==> src/rtl/bist_pkg.sv <==
package bist_pkg;
    localparam int unsigned STAGES = 8;
    localparam int unsigned PER_CH = STAGES / 2;
    localparam int unsigned IDX_W  = (PER_CH > 1) ? $clog2(PER_CH) : 1;

    typedef enum logic [2:0] {
        ST_IDLE,
        ST_PWR,
        ST_CHP,
        ST_ISOP,
        ST_CHG,
        ST_ISOG
    } step_e;

    typedef struct packed {
        logic go;
        logic unit;
        logic chp;
        logic chg;
    } lamps_t;
endpackage

==> src/rtl/bist_tick_gen.sv <==
module bist_tick_gen #(
    parameter int unsigned TICK_DIV = 500000
) (
    input  logic clk,
    input  logic rst_n,
    input  logic restart_i,
    output logic tick_o
);
    localparam int unsigned DW = (TICK_DIV > 1) ? $clog2(TICK_DIV) : 1;
    localparam logic [DW-1:0] LAST = DW'(TICK_DIV - 1);

    typedef struct packed {
        logic [DW-1:0] cnt;
    } div_t;

    div_t div_d, div_q;

    always_comb begin
        div_d = div_q;
        if (restart_i || div_q.cnt == LAST) begin
            div_d.cnt = '0;
        end else begin
            div_d.cnt = div_q.cnt + 1'b1;
        end
    end

    always_ff @(posedge clk) begin
        if (!rst_n) begin
            div_q <= '0;
        end else begin
            div_q <= div_d;
        end
    end

    assign tick_o = (div_q.cnt == LAST);
endmodule

==> src/rtl/bist_step_ctrl.sv <==
module bist_step_ctrl
    import bist_pkg::*;
#(
    parameter int unsigned SETTLE_TICKS = 10
) (
    input  logic              clk,
    input  logic              rst_n,
    input  logic              clear_i,
    input  logic              start_i,
    input  logic              pwr_ok_i,
    input  logic              step_pass_i,
    input  logic              tick_i,
    output logic              restart_o,
    output logic              busy_o,
    output logic              relay_p_o,
    output logic              relay_g_o,
    output logic [STAGES-1:0] stage_sel_o,
    output logic              done_o,
    output lamps_t            done_lamps_o,
    output logic [STAGES-1:0] done_res_o
);
    localparam int unsigned TW = (SETTLE_TICKS > 1) ? $clog2(SETTLE_TICKS) : 1;
    localparam logic [TW-1:0]    T_LAST = TW'(SETTLE_TICKS - 1);
    localparam logic [IDX_W-1:0] I_LAST = IDX_W'(PER_CH - 1);

    typedef struct packed {
        step_e             step;
        logic [IDX_W-1:0]  idx;
        logic [TW-1:0]     tcnt;
        logic              p_bad;
        logic              g_bad;
        logic [STAGES-1:0] res;
    } ctrl_t;

    ctrl_t ctrl_d, ctrl_q;
    logic  sample;
    logic  finish;

    assign sample = tick_i && (ctrl_q.tcnt == T_LAST);

    always_comb begin
        ctrl_d       = ctrl_q;
        restart_o    = 1'b0;
        done_o       = 1'b0;
        done_lamps_o = '0;
        finish       = 1'b0;

        if (ctrl_q.step != ST_IDLE && tick_i && !sample) begin
            ctrl_d.tcnt = ctrl_q.tcnt + 1'b1;
        end

        unique case (ctrl_q.step)
            ST_IDLE: begin
                if (start_i) begin
                    ctrl_d.step  = ST_PWR;
                    ctrl_d.tcnt  = '0;
                    ctrl_d.idx   = '0;
                    ctrl_d.p_bad = 1'b0;
                    ctrl_d.g_bad = 1'b0;
                    ctrl_d.res   = '0;
                    restart_o    = 1'b1;
                end
            end
            ST_PWR: begin
                if (sample) begin
                    if (!pwr_ok_i) begin
                        ctrl_d.step       = ST_IDLE;
                        done_o            = 1'b1;
                        done_lamps_o.unit = 1'b1;
                    end else begin
                        ctrl_d.step = ST_CHP;
                    end
                end
            end
            ST_CHP: begin
                if (sample) begin
                    if (!step_pass_i) begin
                        ctrl_d.p_bad = 1'b1;
                        ctrl_d.idx   = '0;
                        ctrl_d.step  = ST_ISOP;
                    end else begin
                        ctrl_d.step = ST_CHG;
                    end
                end
            end
            ST_ISOP: begin
                if (sample) begin
                    ctrl_d.res[int'(ctrl_q.idx) * 2] = !step_pass_i;
                    if (ctrl_q.idx == I_LAST) begin
                        ctrl_d.step = ST_CHG;
                    end else begin
                        ctrl_d.idx = ctrl_q.idx + 1'b1;
                    end
                end
            end
            ST_CHG: begin
                if (sample) begin
                    if (!step_pass_i) begin
                        ctrl_d.g_bad = 1'b1;
                        ctrl_d.idx   = '0;
                        ctrl_d.step  = ST_ISOG;
                    end else begin
                        finish = 1'b1;
                    end
                end
            end
            ST_ISOG: begin
                if (sample) begin
                    ctrl_d.res[int'(ctrl_q.idx) * 2 + 1] = !step_pass_i;
                    if (ctrl_q.idx == I_LAST) begin
                        finish = 1'b1;
                    end else begin
                        ctrl_d.idx = ctrl_q.idx + 1'b1;
                    end
                end
            end
            default: ctrl_d.step = ST_IDLE;
        endcase

        if (ctrl_q.step != ST_IDLE && sample) begin
            ctrl_d.tcnt = '0;
            restart_o   = 1'b1;
        end

        if (finish) begin
            ctrl_d.step      = ST_IDLE;
            done_o           = 1'b1;
            done_lamps_o.go  = !ctrl_d.p_bad && !ctrl_d.g_bad;
            done_lamps_o.chp = ctrl_d.p_bad;
            done_lamps_o.chg = ctrl_d.g_bad;
        end

        if (clear_i) begin
            ctrl_d       = '0;
            ctrl_d.step  = ST_IDLE;
            restart_o    = 1'b0;
            done_o       = 1'b0;
            done_lamps_o = '0;
        end
    end

    assign done_res_o = done_lamps_o.unit ? '0 : ctrl_d.res;

    always_ff @(posedge clk) begin
        if (!rst_n) begin
            ctrl_q      <= '0;
            ctrl_q.step <= ST_IDLE;
        end else begin
            ctrl_q <= ctrl_d;
        end
    end

    assign busy_o    = (ctrl_q.step != ST_IDLE);
    assign relay_p_o = (ctrl_q.step == ST_CHP) || (ctrl_q.step == ST_ISOP);
    assign relay_g_o = (ctrl_q.step == ST_CHG) || (ctrl_q.step == ST_ISOG);

    for (genvar k = 0; k < STAGES; k++) begin : g_sel
        if (k % 2 == 0) begin : g_p
            assign stage_sel_o[k] = (ctrl_q.step == ST_ISOP) && (ctrl_q.idx == IDX_W'(k / 2));
        end else begin : g_g
            assign stage_sel_o[k] = (ctrl_q.step == ST_ISOG) && (ctrl_q.idx == IDX_W'(k / 2));
        end
    end

    p_start_ignored_r1: assert property (@(posedge clk) disable iff (!rst_n)
        busy_o && start_i && !clear_i && !done_o |=> busy_o);

    p_idle_quiet_r2: assert property (@(posedge clk) disable iff (!rst_n)
        !busy_o |-> !relay_p_o && !relay_g_o && stage_sel_o == '0);

    p_pwr_abort_r4: assert property (@(posedge clk) disable iff (!rst_n)
        ctrl_q.step == ST_PWR && sample && !pwr_ok_i && !clear_i |=> !busy_o && !relay_p_o);

    p_iso_entry_r5: assert property (@(posedge clk) disable iff (!rst_n)
        ctrl_q.step == ST_CHP && sample && !step_pass_i && !clear_i |=> stage_sel_o[0] && relay_p_o);

    p_sel_onehot_r5: assert property (@(posedge clk) disable iff (!rst_n)
        $onehot0(stage_sel_o));

    p_clear_abort_r10: assert property (@(posedge clk) disable iff (!rst_n)
        clear_i |=> !busy_o);
endmodule

==> src/rtl/bist_lamp_hold.sv <==
module bist_lamp_hold
    import bist_pkg::*;
(
    input  logic              clk,
    input  logic              rst_n,
    input  logic              clear_i,
    input  logic              done_i,
    input  lamps_t            lamps_i,
    input  logic [STAGES-1:0] res_i,
    output lamps_t            lamps_o,
    output logic [STAGES-1:0] res_o
);
    typedef struct packed {
        lamps_t            lamps;
        logic [STAGES-1:0] res;
    } hold_t;

    hold_t hold_d, hold_q;

    always_comb begin
        hold_d = hold_q;
        if (clear_i) begin
            hold_d = '0;
        end else if (done_i) begin
            hold_d.lamps = lamps_i;
            hold_d.res   = res_i;
        end
    end

    always_ff @(posedge clk) begin
        if (!rst_n) begin
            hold_q <= '0;
        end else begin
            hold_q <= hold_d;
        end
    end

    assign lamps_o = hold_q.lamps;
    assign res_o   = hold_q.res;

    p_unit_alone_r8: assert property (@(posedge clk) disable iff (!rst_n)
        lamps_o.unit |-> !lamps_o.go && !lamps_o.chp && !lamps_o.chg && res_o == '0);

    p_go_clean_r8: assert property (@(posedge clk) disable iff (!rst_n)
        lamps_o.go |-> !lamps_o.chp && !lamps_o.chg && res_o == '0);

    p_hold_r9: assert property (@(posedge clk) disable iff (!rst_n)
        !done_i && !clear_i |=> $stable(lamps_o) && $stable(res_o));

    p_clear_blank_r10: assert property (@(posedge clk) disable iff (!rst_n)
        clear_i |=> lamps_o == '0 && res_o == '0);
endmodule

==> src/rtl/bist_sequencer.sv <==
module bist_sequencer
    import bist_pkg::*;
#(
    parameter int unsigned TICK_DIV     = 500000,
    parameter int unsigned SETTLE_TICKS = 10
) (
    input  logic              clk,
    input  logic              rst_n,
    input  logic              clear_i,
    input  logic              start_i,
    input  logic              pwr_ok_i,
    input  logic              step_pass_i,
    output logic              busy_o,
    output logic              relay_p_o,
    output logic              relay_g_o,
    output logic [STAGES-1:0] stage_sel_o,
    output logic              lamp_go_o,
    output logic              lamp_unit_o,
    output logic              lamp_p_o,
    output logic              lamp_g_o,
    output logic [STAGES-1:0] stage_fail_o
);
    logic              tick;
    logic              restart;
    logic              done;
    lamps_t            done_lamps;
    logic [STAGES-1:0] done_res;
    lamps_t            lamps;

    bist_tick_gen #(.TICK_DIV(TICK_DIV)) u_tick (
        .clk       (clk),
        .rst_n     (rst_n),
        .restart_i (restart),
        .tick_o    (tick)
    );

    bist_step_ctrl #(.SETTLE_TICKS(SETTLE_TICKS)) u_ctrl (
        .clk          (clk),
        .rst_n        (rst_n),
        .clear_i      (clear_i),
        .start_i      (start_i),
        .pwr_ok_i     (pwr_ok_i),
        .step_pass_i  (step_pass_i),
        .tick_i       (tick),
        .restart_o    (restart),
        .busy_o       (busy_o),
        .relay_p_o    (relay_p_o),
        .relay_g_o    (relay_g_o),
        .stage_sel_o  (stage_sel_o),
        .done_o       (done),
        .done_lamps_o (done_lamps),
        .done_res_o   (done_res)
    );

    bist_lamp_hold u_hold (
        .clk     (clk),
        .rst_n   (rst_n),
        .clear_i (clear_i),
        .done_i  (done),
        .lamps_i (done_lamps),
        .res_i   (done_res),
        .lamps_o (lamps),
        .res_o   (stage_fail_o)
    );

    assign lamp_go_o   = lamps.go;
    assign lamp_unit_o = lamps.unit;
    assign lamp_p_o    = lamps.chp;
    assign lamp_g_o    = lamps.chg;

    p_relay_excl_r2: assert property (@(posedge clk) disable iff (!rst_n)
        !(relay_p_o && relay_g_o));
endmodule

==> config.mk <==
export PLATFORM = sky130hd
export DESIGN_NAME = bist_sequencer
export DESIGN_NICKNAME = d
export VERILOG_FILES = /design/src/rtl/bist_pkg.sv /design/src/rtl/bist_tick_gen.sv /design/src/rtl/bist_step_ctrl.sv /design/src/rtl/bist_lamp_hold.sv /design/src/rtl/bist_sequencer.sv
export SDC_FILE = /design/constraint.sdc
export NUM_CORES = 1
export LEC_CHECK = 0
export CORE_UTILIZATION = 60
export DETAILED_ROUTE_END_ITERATION = 10
export MAX_ROUTING_LAYER = met4
export PLACE_DENSITY = 0.91
export SYNTH_ARGS = -nofsm -noshare
export SYNTH_HDL_FRONTEND = slang
export SYNTH_SLANG_ARGS = --single-unit
==> constraint.sdc <==
create_clock -name clk -period 4.55 [get_ports clk]
set_clock_uncertainty 0.1 [all_clocks]
set_input_delay 0.6825 -clock clk [delete_from_list [all_inputs] [get_ports clk]]
set_output_delay 0.6825 -clock clk [all_outputs]
set_load 0.03 [all_outputs]
## Word level (Yosys, flattened, before mapping)

Cells that the tools add are included.

- Output and inout port bits: 23
- Bits in registers: 50
- Logic and storage cells: 123

- Bitwise operators: 2
- Reductions and logical operators: 32
- Mux-type cells: 50
- Add/sub/neg operators: 4
- Equal/unequal tests: 19
- $lt $le $gt $ge: 4

Operators by type and width:

| cell | number |
|---|---|
| greater-or-equal comparator 32 x 1 -> 1 bit, second input constant | 1 |
| < comparator 32 x 5 -> 1 bit, second input constant | 1 |
| two-way mux 8 bit | 4 |
| case mux 8 bit (3 select lines) | 1 |
| two-way mux 1 bit | 20 |
| two-way mux 5 bit | 4 |
| adder 19 x 1 -> 19 bit, second input constant | 1 |
| == test 19 bit, second input constant | 1 |
| two-way mux 19 bit | 1 |
| case mux 3 bit (6 select lines) | 1 |
| bitwise mux 8 bit | 2 |
| AND reduction 8 bit | 2 |
| logical AND 1 bit | 15 |
| two-way mux 4 bit | 3 |
| two-way mux 2 bit | 5 |
| != test 2 x 1 -> 1 bit, second input constant | 5 |
| case mux 2 bit (5 select lines) | 1 |
| two-way mux 3 bit | 3 |
| != test 2 bit, second input constant | 4 |
| == test 3 x 2 -> 1 bit, second input constant | 2 |
| == test 3 bit, second input constant | 2 |
| case mux 1 bit (2 select lines) | 3 |
| OR reduction 3 bit | 2 |
| nonzero test 5 bit | 1 |
| other kinds (18) | 26 |

## Longest topological paths before layout

- Depth after elaboration: 12
- Depth in mapped cells: 10

## Cells and area by module

A second synthesis with hierarchy kept.

- Cells, all modules: 335
- Area total of the unflattened synthesis: 2872.8 um^2

By module, submodules not included:

| module | area each (um^2) | times used | cells each |
|---|---|---|---|
| bist_step_ctrl | 1549.0 | 1 | 196 |
| bist_tick_gen | 895.9 | 1 | 100 |
| bist_lamp_hold | 427.9 | 1 | 39 |

## Least setup slack after synthesis

OpenSTA, ideal clock, no wires.

- Path kind: flip-flop to output port
- From: reg u_ctrl.ctrl_q[16] (netlist name)
- To: out stage_sel_o[7]
- Path slack: 2.250 ns
- Stages on the path, launching flop included: 5
- Arrival: 1.518 ns
- Path through: dfxtp_1 -> buf_2 -> buf_1 -> nand2_1 -> nor3_1

- Cells in the longest elaborated chain, start to end: 2

Ends and longest elaborated chain:

| item | RTL line | text |
|---|---|---|
| from (decl) | bist_step_ctrl.sv:35 | `ctrl_t ctrl_d, ctrl_q;` |
| from (signal assigned) | bist_step_ctrl.sv:149 | `ctrl_q <= ctrl_d;` |
| == test 3 bit | bist_step_ctrl.sv:161 | `assign stage_sel_o[k] = (ctrl_q.step == ST_ISOG) && (ctrl_q.idx == IDX_W'(k / 2));` |
| logical AND 1 bit | bist_step_ctrl.sv:161 |  |
| to (decl) | bist_sequencer.sv:16 | `output logic [STAGES-1:0] stage_sel_o,` |

Every way passes these cells.

## Worst setup path in the final report

- From: reg u_ctrl.ctrl_q[17] (netlist name)
- To: out stage_sel_o[2]

- Cells in the longest elaborated chain, start to end: 2

Ends and longest elaborated chain:

| item | RTL line | text |
|---|---|---|
| == test 3 x 2 -> 1 bit | bist_step_ctrl.sv:159 | `assign stage_sel_o[k] = (ctrl_q.step == ST_ISOP) && (ctrl_q.idx == IDX_W'(k / 2));` |
| logical AND 1 bit | bist_step_ctrl.sv:159 |  |

Every way passes these cells.

==> results.yml <==
run_status:
  status: "finished clean"
clock_tree:
  root_buffer: "clkbuf_8"
  numCtsBuffers: 5
  postCtsSetupRepairBufs: 0
  tritoncts: "yes"
  clockBufferDepth: 2
  cts.htree.levels: 2
  cts_hold_buf: 0
  path_clk_slew_ps: 100
  clock_sinks: 50
  cts_resized: 0
  insertion_delay_ps: 310
detailed_routing:
  vias: 2481
  antenna_left: 0
  avgViaCountPerCell: 6.28
  totalWireLength_microns: 6160
  drtIter0Drc: 329
  drt-wirelength-per-cell_microns: 15.6
  drtPass1Iterations: 5
  drc_errors: 0
cells_and_area:
  fill_cells: 319
  layout_common_cells: "dfxtp_1 (50), nor2_1 (35), nand2_1 (33), clkdlybuf4s50_1 (28), inv_1 (17)"
  area_growth_pct: 13.3
  multiInputGateArea_sq_um: 1540
  drive_above_1_share: 0.0580
  n_antenna_cell: 0
  seq_area_sq_um: 1000
  nets: 357
  final_common_cell: "dfxtp_1"
  finalNonFillerCells: 395
global_routing:
  grt_use_met3: 0.0477
  busiest_layer: "met2"
  grt_max_degree: 25
  grt.overflow.total: 0
  gr-usage-met2: 0.462
  use_met1: 0.368
  grt_pass1_wl_microns: 9960
  track_usage: 0.289
  grt_pass1_vias: 2170
  antenna_found_initial: 0
worst_hold_path:
  hold-path-endpoint: "u_tick.div_q[0]$_SDFF_PP0_"
  hold_path_depth: 1
  hold_class: "register to register"
  hp-start: "u_tick.div_q[0]$_SDFF_PP0_"
synthesis:
  netlist_area_sq_um: 2690
  async_reset_ff_frac: 0
  synth_seq_cells: 50
  synth_area_per_cell_sq_um: 8.22
  synth_edf_count: 0
  synth_nets: 340
  yosysWarnings: 0
  synthFlopType: "dfxtp_1"
  synth_seq_area_share: 0.372
  ys_types: 58
  syn_inst: 327
timing:
  timing.final.hold_violations: 0
  setup_viol: 0
  setup-tns-final_ps: 0
  min_period_ps: 3170
  slew_violations: 0
  max-slew-margin-rel: 0.339
  grt_setup_unrepaired: "false"
  tightest_slew_ps: 983
  fmax_ghz: 0.316
  period_share: 0.696
place:
  placement.io_buffers: 28
  dp_hpwl_microns: 4370
  gp_congestion: 0.975
  placed_cells: 387
job:
  drv_cap: 0
worst_setup_path:
  start_kind: "register"
  endpoint_kind: "primary output"
  crit_type: "register to primary output"
  worstRegToRegCells: 5
  required_ps: 3770
  critical_path.max_fanout: 24
  worstPathArrival_ps: 2380
  r2r-start: "u_tick.div_q[13]$_SDFF_PP0_"
  r2r_slack_ps: 1750
  reg2reg_to: "u_ctrl.ctrl_q[14]$_SDFFE_PP0P_"
floorplanning:
  rows: 23
  core_area_sq_um: 4140
  pin_count: 29
  dieHeight_microns: 68.9
  dieArea_sq_um: 4750
  dieWidth_microns: 68.9
  initial_utilization: 0.649
power_and_ir_drop:
  leakage_nw: 0.962
  p_per_area_nw_per_um2: 249
  ir_worst_vdd_mv: 0.200
## area by class of cell
class / instances / area share
multi-input cells: 242 / 0.507
flip-flops and latches: 50 / 0.329
repair buffers: 28 / 0.0920
clock buffers: 5 / 0.0226
inverters: 17 / 0.0210
well taps: 50 / 0.0205
clock inverters: 3 / 0.00863
## cells by family after synthesis
logic type	after synthesis	synth area share
xor gates and xnor gates	20	0.0652
and+or+nand+nor	153	0.312
adders and majority gates	7	0.0326
muxes	2	0.00791
buffers and inverters	35	0.0535
AOI/OAI and AO/OA	60	0.156
DFF	50	0.372
## worst max-delay path by stage
stage	startpoint	to	slack, ps	cells after the start
after floorplan	u_ctrl.ctrl_q[16]$_SDFFE_PP0P_	stage_sel_o[7]	2250	4
after global placement	clear_i	u_hold.res_o[3]$_SDFFE_PP0P_	1540	6
after detailed placement	clear_i	u_hold.res_o[3]$_SDFFE_PP0P_	1490	6
after CTS	u_ctrl.ctrl_q[17]$_SDFFE_PP0P_	stage_sel_o[2]	1420	4
after global routing	u_ctrl.ctrl_q[17]$_SDFFE_PP0P_	stage_sel_o[2]	1300	4
final	u_ctrl.ctrl_q[17]$_SDFFE_PP0P_	stage_sel_o[2]	1380	4
## synth_stat cells (2+ instances only)
master     count  area (sq um)
a21boi_0       3          22.5
o21ai_0        8          40.0
or2_2          3          18.8
o21a_1         2          15.0
and3_1         6          37.5
dfxtp_1       50          1000
o21ai_1        8          40.0
nand3_1       12          60.1
a21oi_1        8          40.0
nor2_1        35           131
ha_1           7          87.6
xor2_1         7          61.3
nand3b_1       2          15.0
o31a_1         2          17.5
clkbuf_1       9          33.8
o32ai_1        3          26.3
xnor2_1       13           114
nand4_1       12          75.1
buf_2          7          35.0
o211ai_1       2          15.0
a22oi_1        4          30.0
nor4_1         3          18.8
a41oi_1        2          17.5
nor4bb_1       3          30.0
nor3_1        12          60.1
nand2_1       33           124
or4b_1         2          20.0
or3_1          2          12.5
nor2b_1        5          31.3
a32o_1         2          20.0
inv_1         17          63.8
o2111ai_1      2          17.5
and4_1         3          26.3
nand2b_1       5          31.3
a211oi_1       2          15.0
a31oi_1        4          25.0
and2_1         6          37.5
## state kept, by name, summed over array words and instances (netlist names)
name,cells
u_ctrl.ctrl_q,19
u_hold.res_o,8
u_hold.lamps_o,4
u_tick.div_q,19
## layer usage
metal | share of wire | routed length (microns)
met5 | 0 | 0
met1 | 0.44 | 2700
met4 | 0.018 | 110
met3 | 0.079 | 487
met2 | 0.46 | 2860
## report_power, final
part	leakage (nW)	internal [W]	switching, W
registers	0.403	0.000440	0.00000413
logic	0.510	0.0000141	0.0000252
clock network	0.0491	0.000113	0.000163
## critical path, cell delays in order (launching register included)
cell and delay [ps]:
dfxtp_1 800, nand2_1 110, nor2_1 310, and2_1 180, clkdlybuf4s50_1 660
## through the flow
step	worst slack [ps]	utilization	hold WS, ps	total power, W	instance area, sq um
6_report	1380	0.735	348	0.000759	3050
5_1_grt	1300	0.735	370	0.000785	3050
4_1_cts	1420	0.735	356	0.000763	3050
3_5_place_dp	1490	0.712	342	0.000492	2950
3_3_place_gp	1540	0.712	319	0.000491	2950
2_1_floorplan	2250	-	313	0.000478	2690
No activity file was read; power rests on OpenSTA's default activity.
